File: src/rtl/adg_pkg.sv
package adg_pkg;

  localparam logic [2:0] REG_CTRL   = 3'd0;
  localparam logic [2:0] REG_STATUS = 3'd1;
  localparam logic [2:0] REG_BASE   = 3'd2;
  localparam logic [2:0] REG_PROT   = 3'd3;
  localparam logic [2:0] REG_PAGE   = 3'd4;
  localparam logic [2:0] REG_CFG    = 3'd5;
  localparam logic [2:0] REG_PTR    = 3'd6;
  localparam logic [2:0] REG_OFFSET = 3'd7;

  typedef struct packed {
    logic       loadBase;
    logic       loadProt;
    logic       step;
    logic       reload;
    logic [3:0] limitCode;
  } dpCmd_t;

  function automatic logic [4:0] thrCount(input logic [1:0] code);
    case (code)
      2'd0:    return 5'd1;
      2'd1:    return 5'd4;
      2'd2:    return 5'd8;
      default: return 5'd16;
    endcase
  endfunction

  function automatic logic [7:0] burstCount(input logic [2:0] code);
    return 8'd1 << code;
  endfunction

endpackage

File: src/rtl/adg_ctrl.sv
module adg_ctrl
  import adg_pkg::*;
#(
  parameter int AW = 32,
  parameter int LW = 8
) (
  input  logic          clk,
  input  logic          rst,
  input  logic          regWrEn,
  input  logic [2:0]    regAddr,
  input  logic [AW-1:0] regWrData,
  input  logic [LW-1:0] fifoLevel,
  input  logic          beatAck,
  input  logic          crossHit,
  output dpCmd_t        cmd,
  output logic          beatReq,
  output logic [7:0]    burstDwords,
  output logic [15:0]   ctrlWord,
  output logic          pendIrq,
  output logic          mmuEn,
  output logic [3:0]    limitCode,
  output logic [2:0]    burstCode,
  output logic [1:0]    thrCode
);

  localparam int HALF = 16;

  logic [HALF-1:0] wrMask;
  logic [HALF-1:0] wrBits;
  logic            xferEn;
  logic            wrCtrl, wrStatus, wrBase, wrProt, wrPage, wrCfg;
  logic [LW-1:0]   thrNeed;

  assign wrMask   = regWrData[2*HALF-1:HALF];
  assign wrBits   = regWrData[HALF-1:0];
  assign wrCtrl   = regWrEn && (regAddr == REG_CTRL);
  assign wrStatus = regWrEn && (regAddr == REG_STATUS);
  assign wrBase   = regWrEn && (regAddr == REG_BASE);
  assign wrProt   = regWrEn && (regAddr == REG_PROT);
  assign wrPage   = regWrEn && (regAddr == REG_PAGE);
  assign wrCfg    = regWrEn && (regAddr == REG_CFG);
  assign xferEn   = ctrlWord[0];

  always_ff @(posedge clk) begin
    if (rst) begin
      ctrlWord  <= '0;
      pendIrq   <= 1'b0;
      mmuEn     <= 1'b0;
      limitCode <= '0;
      burstCode <= '0;
      thrCode   <= '0;
    end else begin
      if (wrCtrl) ctrlWord <= (ctrlWord & ~wrMask) | (wrBits & wrMask);
      pendIrq <= crossHit | (pendIrq & ~(wrStatus & regWrData[0]));
      if (wrPage) begin
        mmuEn     <= regWrData[11];
        limitCode <= regWrData[7:4];
      end
      if (wrCfg) begin
        burstCode <= regWrData[2:0];
        thrCode   <= regWrData[5:4];
      end
    end
  end

  assign thrNeed     = LW'(thrCount(thrCode));
  assign beatReq     = xferEn && !mmuEn && (fifoLevel >= thrNeed);
  assign burstDwords = burstCount(burstCode);

  always_comb begin
    cmd.loadBase  = wrBase;
    cmd.loadProt  = wrProt;
    cmd.step      = beatReq && beatAck;
    cmd.reload    = wrBase && !xferEn;
    cmd.limitCode = limitCode;
  end

endmodule

File: src/rtl/adg_dp.sv
module adg_dp
  import adg_pkg::*;
#(
  parameter int AW = 32
) (
  input  logic          clk,
  input  logic          rst,
  input  dpCmd_t        cmd,
  input  logic [AW-1:0] wrData,
  output logic [AW-1:0] baseAddr,
  output logic [AW-1:0] protAddr,
  output logic [AW-1:0] curPtr,
  output logic [AW-1:0] offset,
  output logic          crossHit
);

  localparam logic [AW-1:0] STEP_BYTES = AW'(4);
  localparam int            MIN_SHIFT  = 5;

  logic [AW-1:0] sumPtr;
  logic [AW-1:0] lowMask;
  logic [AW-1:0] rawOff;
  logic [AW-1:0] bufSize;

  assign sumPtr  = curPtr + STEP_BYTES;
  assign lowMask = (AW'(1) << (MIN_SHIFT + int'(cmd.limitCode))) - AW'(1);
  assign crossHit = cmd.step && (cmd.limitCode != 4'd0) && ((sumPtr & lowMask) == '0);

  always_ff @(posedge clk) begin
    if (rst) begin
      baseAddr <= '0;
      protAddr <= '0;
      curPtr   <= '0;
    end else begin
      if (cmd.loadBase) baseAddr <= wrData;
      if (cmd.loadProt) protAddr <= wrData;
      if (cmd.reload)       curPtr <= wrData;
      else if (cmd.step)    curPtr <= (sumPtr == protAddr) ? baseAddr : sumPtr;
    end
  end

  assign rawOff  = curPtr - baseAddr;
  assign bufSize = protAddr - baseAddr;
  assign offset  = (rawOff == bufSize) ? '0 : rawOff;

endmodule

File: src/rtl/audio_dma_addrgen.sv
module audio_dma_addrgen
  import adg_pkg::*;
#(
  parameter int AW = 32,
  parameter int LW = 8
) (
  input  logic          clk,
  input  logic          rst,
  input  logic          regWrEn,
  input  logic [2:0]    regAddr,
  input  logic [AW-1:0] regWrData,
  output logic [AW-1:0] regRdData,
  input  logic [LW-1:0] fifoLevel,
  output logic          beatReq,
  input  logic          beatAck,
  output logic [AW-1:0] beatAddr,
  output logic [7:0]    burstDwords,
  output logic          irq
);

  dpCmd_t        cmd;
  logic          crossHit;
  logic [15:0]   ctrlWord;
  logic          pendIrq;
  logic          mmuEn;
  logic [3:0]    limitCode;
  logic [2:0]    burstCode;
  logic [1:0]    thrCode;
  logic [AW-1:0] baseAddr, protAddr, curPtr, offset;
  logic          xferEn;

  adg_ctrl #(.AW(AW), .LW(LW)) u_ctrl (
    .clk, .rst, .regWrEn, .regAddr, .regWrData, .fifoLevel, .beatAck,
    .crossHit, .cmd, .beatReq, .burstDwords, .ctrlWord, .pendIrq,
    .mmuEn, .limitCode, .burstCode, .thrCode
  );

  adg_dp #(.AW(AW)) u_dp (
    .clk, .rst, .cmd, .wrData(regWrData), .baseAddr, .protAddr,
    .curPtr, .offset, .crossHit
  );

  assign xferEn   = ctrlWord[0];
  assign beatAddr = curPtr;
  assign irq      = pendIrq;

  always_comb begin
    regRdData = '0;
    case (regAddr)
      REG_CTRL:   regRdData[15:0] = ctrlWord;
      REG_STATUS: regRdData[0]    = pendIrq;
      REG_BASE:   regRdData       = baseAddr;
      REG_PROT:   regRdData       = protAddr;
      REG_PAGE: begin
        regRdData[11]  = mmuEn;
        regRdData[7:4] = limitCode;
      end
      REG_CFG: begin
        regRdData[2:0] = burstCode;
        regRdData[5:4] = thrCode;
      end
      REG_PTR:    regRdData       = curPtr;
      default:    regRdData       = offset;
    endcase
  end

endmodule

File: config.mk
export PLATFORM = sky130hd
export DESIGN_NAME = audio_dma_addrgen
export DESIGN_NICKNAME = d
export VERILOG_FILES = /design/src/rtl/adg_pkg.sv /design/src/rtl/adg_ctrl.sv /design/src/rtl/adg_dp.sv /design/src/rtl/audio_dma_addrgen.sv
export SDC_FILE = /design/constraint.sdc
export NUM_CORES = 1
export LEC_CHECK = 0
export BUFFER_PORTS_ARGS = -buffer_cell sky130_fd_sc_hd__buf_2
export CAP_MARGIN = 20
export CORE_UTILIZATION = 58
export DETAILED_ROUTE_END_ITERATION = 6
export GPL_TIMING_DRIVEN = 0
export PLACE_DENSITY_LB_ADDON = 0.3
export SYNTH_ARGS = -nofsm -noshare
export SYNTH_HDL_FRONTEND = slang
export SYNTH_HIERARCHICAL = 1
export SYNTH_SLANG_ARGS = --single-unit
File: constraint.sdc
create_clock -name clk -period 13.76 [get_ports clk]
set_clock_uncertainty 0.1 [all_clocks]
set_input_delay 2.064 -clock clk [delete_from_list [all_inputs] [get_ports clk]]
set_output_delay 2.064 -clock clk [all_outputs]
set_load 0.02 [all_outputs]
==> results.json <==
{
  "vias_per_cell": 6.772,
  "violations": "DRC",
  "drt_iter0_markers": 1620,
  "critPathCaptureType": "output port",
  "coreArea_sq_um": 21760,
  "portBuffers": 120,
  "crit_path_start_kind": "flop",
  "clockPowerShare": 0.321,
  "crit_end": "regRdData[0]",
  "drt-wirelength-per-cell_microns": 23.75,
  "p_sw_w": 0.0004608,
  "p_int_w": 0.0008104,
  "cp.required_ns": 11.60,
  "reg2reg_from": "u_dp/curPtr[2]",
  "cts-htree-levels": 4,
  "syn_to_final_growth_pct": 11.57,
  "tightestPinTransition_ns": 0.9439,
  "grt_pass1_vias": 12596,
  "final.min_clock_period_ns": 7.827,
  "crit_start": "u_dp/curPtr[2]",
  "hold_slack_ns": 0.3959,
  "num_vias": 13985,
  "crit_path_max_incr_delay_ns": 0.66,
  "ys_seq_elements": 123,
  "p_seq_frac": 0.299,
  "postRouteAntennaNets": 0,
  "hold_viol_final": 0,
  "postSynth.asyncResetShare": 0,
  "seq_area_frac_synth": 0.1919,
  "reg2reg_slack_ns": 8.87,
  "cts_sinks": 123,
  "pwr-share-comb": 0.380,
  "synth_area_sq_um": 12830,
  "grt_pass1_wl_microns": 73250,
  "fill_cells": 1948,
  "overflow": 0,
  "hold_path_class": "flop to flop",
  "clockRootBuffer": "clkbuf_16",
  "synthFlopType": "dfxtp_1",
  "cts_tree": "yes",
  "cts_resized": 0,
  "yosys.cell_types.count": 99,
  "final_common_cell": "nor2_1",
  "p_leak_nw": 6.068,
  "max_slew_margin": 0.3693,
  "layout_common_cells": "nor2_1 (168), a21oi_1 (146), buf_2 (142), dfxtp_1 (123), nand2_1 (111)",
  "multiInputGateArea_sq_um": 9515,
  "dieArea_sq_um": 22720,
  "cts_buffers": 17,
  "drive_gt1_frac": 0.1580,
  "cts_setup_buffers": 0,
  "finalSetupTns_ns": 0,
  "placementRows": 54,
  "synthCells": 1633,
  "die_h_microns": 150.7,
  "switching_share": 0.3625,
  "max_freq_ghz": 0.1278,
  "clk_path_buf_depth": 2,
  "crit_arrival_ns": 5.66,
  "peakVddDrop_v": 0.00008070,
  "gr-usage-all-layers": 0.4343,
  "timing.final.crit_share": 0.5688,
  "worstReg2RegEnd": "u_dp/curPtr[25]",
  "crit_chain": "ha_1 > o211a_1 > o31a_1 > o21ai_1 > a21oi_1 > a21bo_2 > a21boi_1 > o41a_1 > xnor3_1 > nor2_1 > nor4b_4 > buf_6 > nor2_2 > mux4_2 > nand2_1 > o21ai_0 > buf_2",
  "dp_hpwl_microns": 39050,
  "p_per_area_nw_per_um2": 88.78,
  "antenna_cells": 0,
  "gp_congestion": 1.047,
  "totalWireLength_microns": 49040,
  "drcViolationCount": 1,
  "grt_max_degree": 17,
  "yosys_warnings": 6,
  "drv_slew": 0,
  "synth_edf_count": 0,
  "rsz0062_at_grt": "false",
  "dp.cells": 2034,
  "crit_type": "flop to output port",
  "ctsHoldBuffers": 0,
  "io_pins": 121,
  "nNetsFinal": 1890,
  "setup_viol": 0,
  "syn_area_per_cell_sq_um": 7.858,
  "cap_viol_max_count": 0,
  "r2r_cells": 15,
  "status": "finished, violations left",
  "regArea_sq_um": 2462,
  "antenna_found_initial": 1,
  "dr.pass1.iters": 7,
  "initial_core_util": 0.5898,
  "slowest_stage": "dfxtp_1",
  "path_clk_slew_ns": 0.06,
  "final_core_util": 0.6581,
  "die_x_microns": 150.7,
  "path_max_fanout": 11,
  "instances_no_fill": 2065,
  "hold_depth": 2,
  "insertion_delay_ns": 0.43
}
-- synthesized netlist by cell type (45+ instances only) --
| cell type | number | area, sq um |
|---|---|---|
| nor2_1 | 168 | 630.6 |
| a21oi_1 | 146 | 730.7 |
| dfxtp_1 | 123 | 2462 |
| nand2_1 | 111 | 416.7 |
| mux2i_1 | 95 | 950.9 |
| inv_1 | 70 | 262.8 |
| xnor2_1 | 69 | 604.3 |
| ha_1 | 68 | 850.8 |
| o21ai_0 | 67 | 335.3 |
| clkbuf_1 | 60 | 225.2 |
| nand3_1 | 47 | 235.2 |
| xor2_1 | 45 | 394.1 |
-- kinds of logic (layout without fill, tap and decap cells) --
family                   count (synthesis)  count (layout)  share of synthesized area
AO/OA/AOI/OAI                          459             459                     0.2378
XOR/XNOR                               125             125                    0.09721
adder cells (fa/ha/maj)                 70              70                    0.06942
buffers and inverters                  185             336                    0.06689
flip-flops                             123             123                     0.1919
multiplexers                           126             126                     0.1192
other                                    1               2                  0.0002922
AND/OR/NAND/NOR                        544             544                     0.2173
-- per-stage QoR --
step | total power, W | instance area (sq um) | setup slack [ns]
2_1_floorplan | 0.0007368 | 12840 | 7.298
3_5_place_dp | 0.0008554 | 13790 | 6.492
6_report | 0.001271 | 14320 | 5.933
5_1_grt | 0.001325 | 14320 | 5.733
4_1_cts | 0.001259 | 14320 | 6.022
3_3_place_gp | 0.0008475 | 13790 | 6.515
-- final cells by class --
type	instances	area share
multi-input combinational	1326	0.6646
sequential	123	0.1720
timing repair buffer	120	0.04195
buffer	113	0.04107
clock buffer	20	0.03190
tap	280	0.02447
inverter	72	0.01888
clock inverter	11	0.005156
-- metal layers --
metal | part of all wire | track usage | up-vias
met5 | 0 | 0 | -
met4 | 0.071 | 0.2720 | 0
met3 | 0.12 | 0.1009 | 202
met2 | 0.43 | 0.6635 | 993
met1 | 0.39 | 0.5495 | 6514
li1 | - | - | 6276
-- critical path: cells and delay by family, from the launching register on --
family | cells | cell delay (ns)
simple gates | 4 | 0.77
fa+ha+maj | 1 | 0.39
buf+inv | 2 | 0.48
flops | 1 | 0.66
mux | 1 | 0.46
xor+xnor | 1 | 0.33
compound gates | 8 | 2.16
-- power groups by stage --
stage / registers (W) / logic (W) / clock network (W)
finish: 0.000380 / 0.000483 / 0.000408
global placement: 0.000387 / 0.000461 / 0
detailed placement: 0.000387 / 0.000468 / 0
global route: 0.000380 / 0.000517 / 0.000428
floorplan: 0.000382 / 0.000355 / 0
CTS: 0.000379 / 0.000471 / 0.000409
-- how the worst min path moves through the flow --
stage / slack [ns] / to / from
finish: 0.40 / flop / flop
global route: 0.40 / flop / flop
CTS: 0.38 / flop / flop
detailed placement: 0.37 / flop / flop
global placement: 0.34 / flop / flop
floorplan: 0.33 / flop / flop
Note: power is estimated with default switching activity, not from simulation.
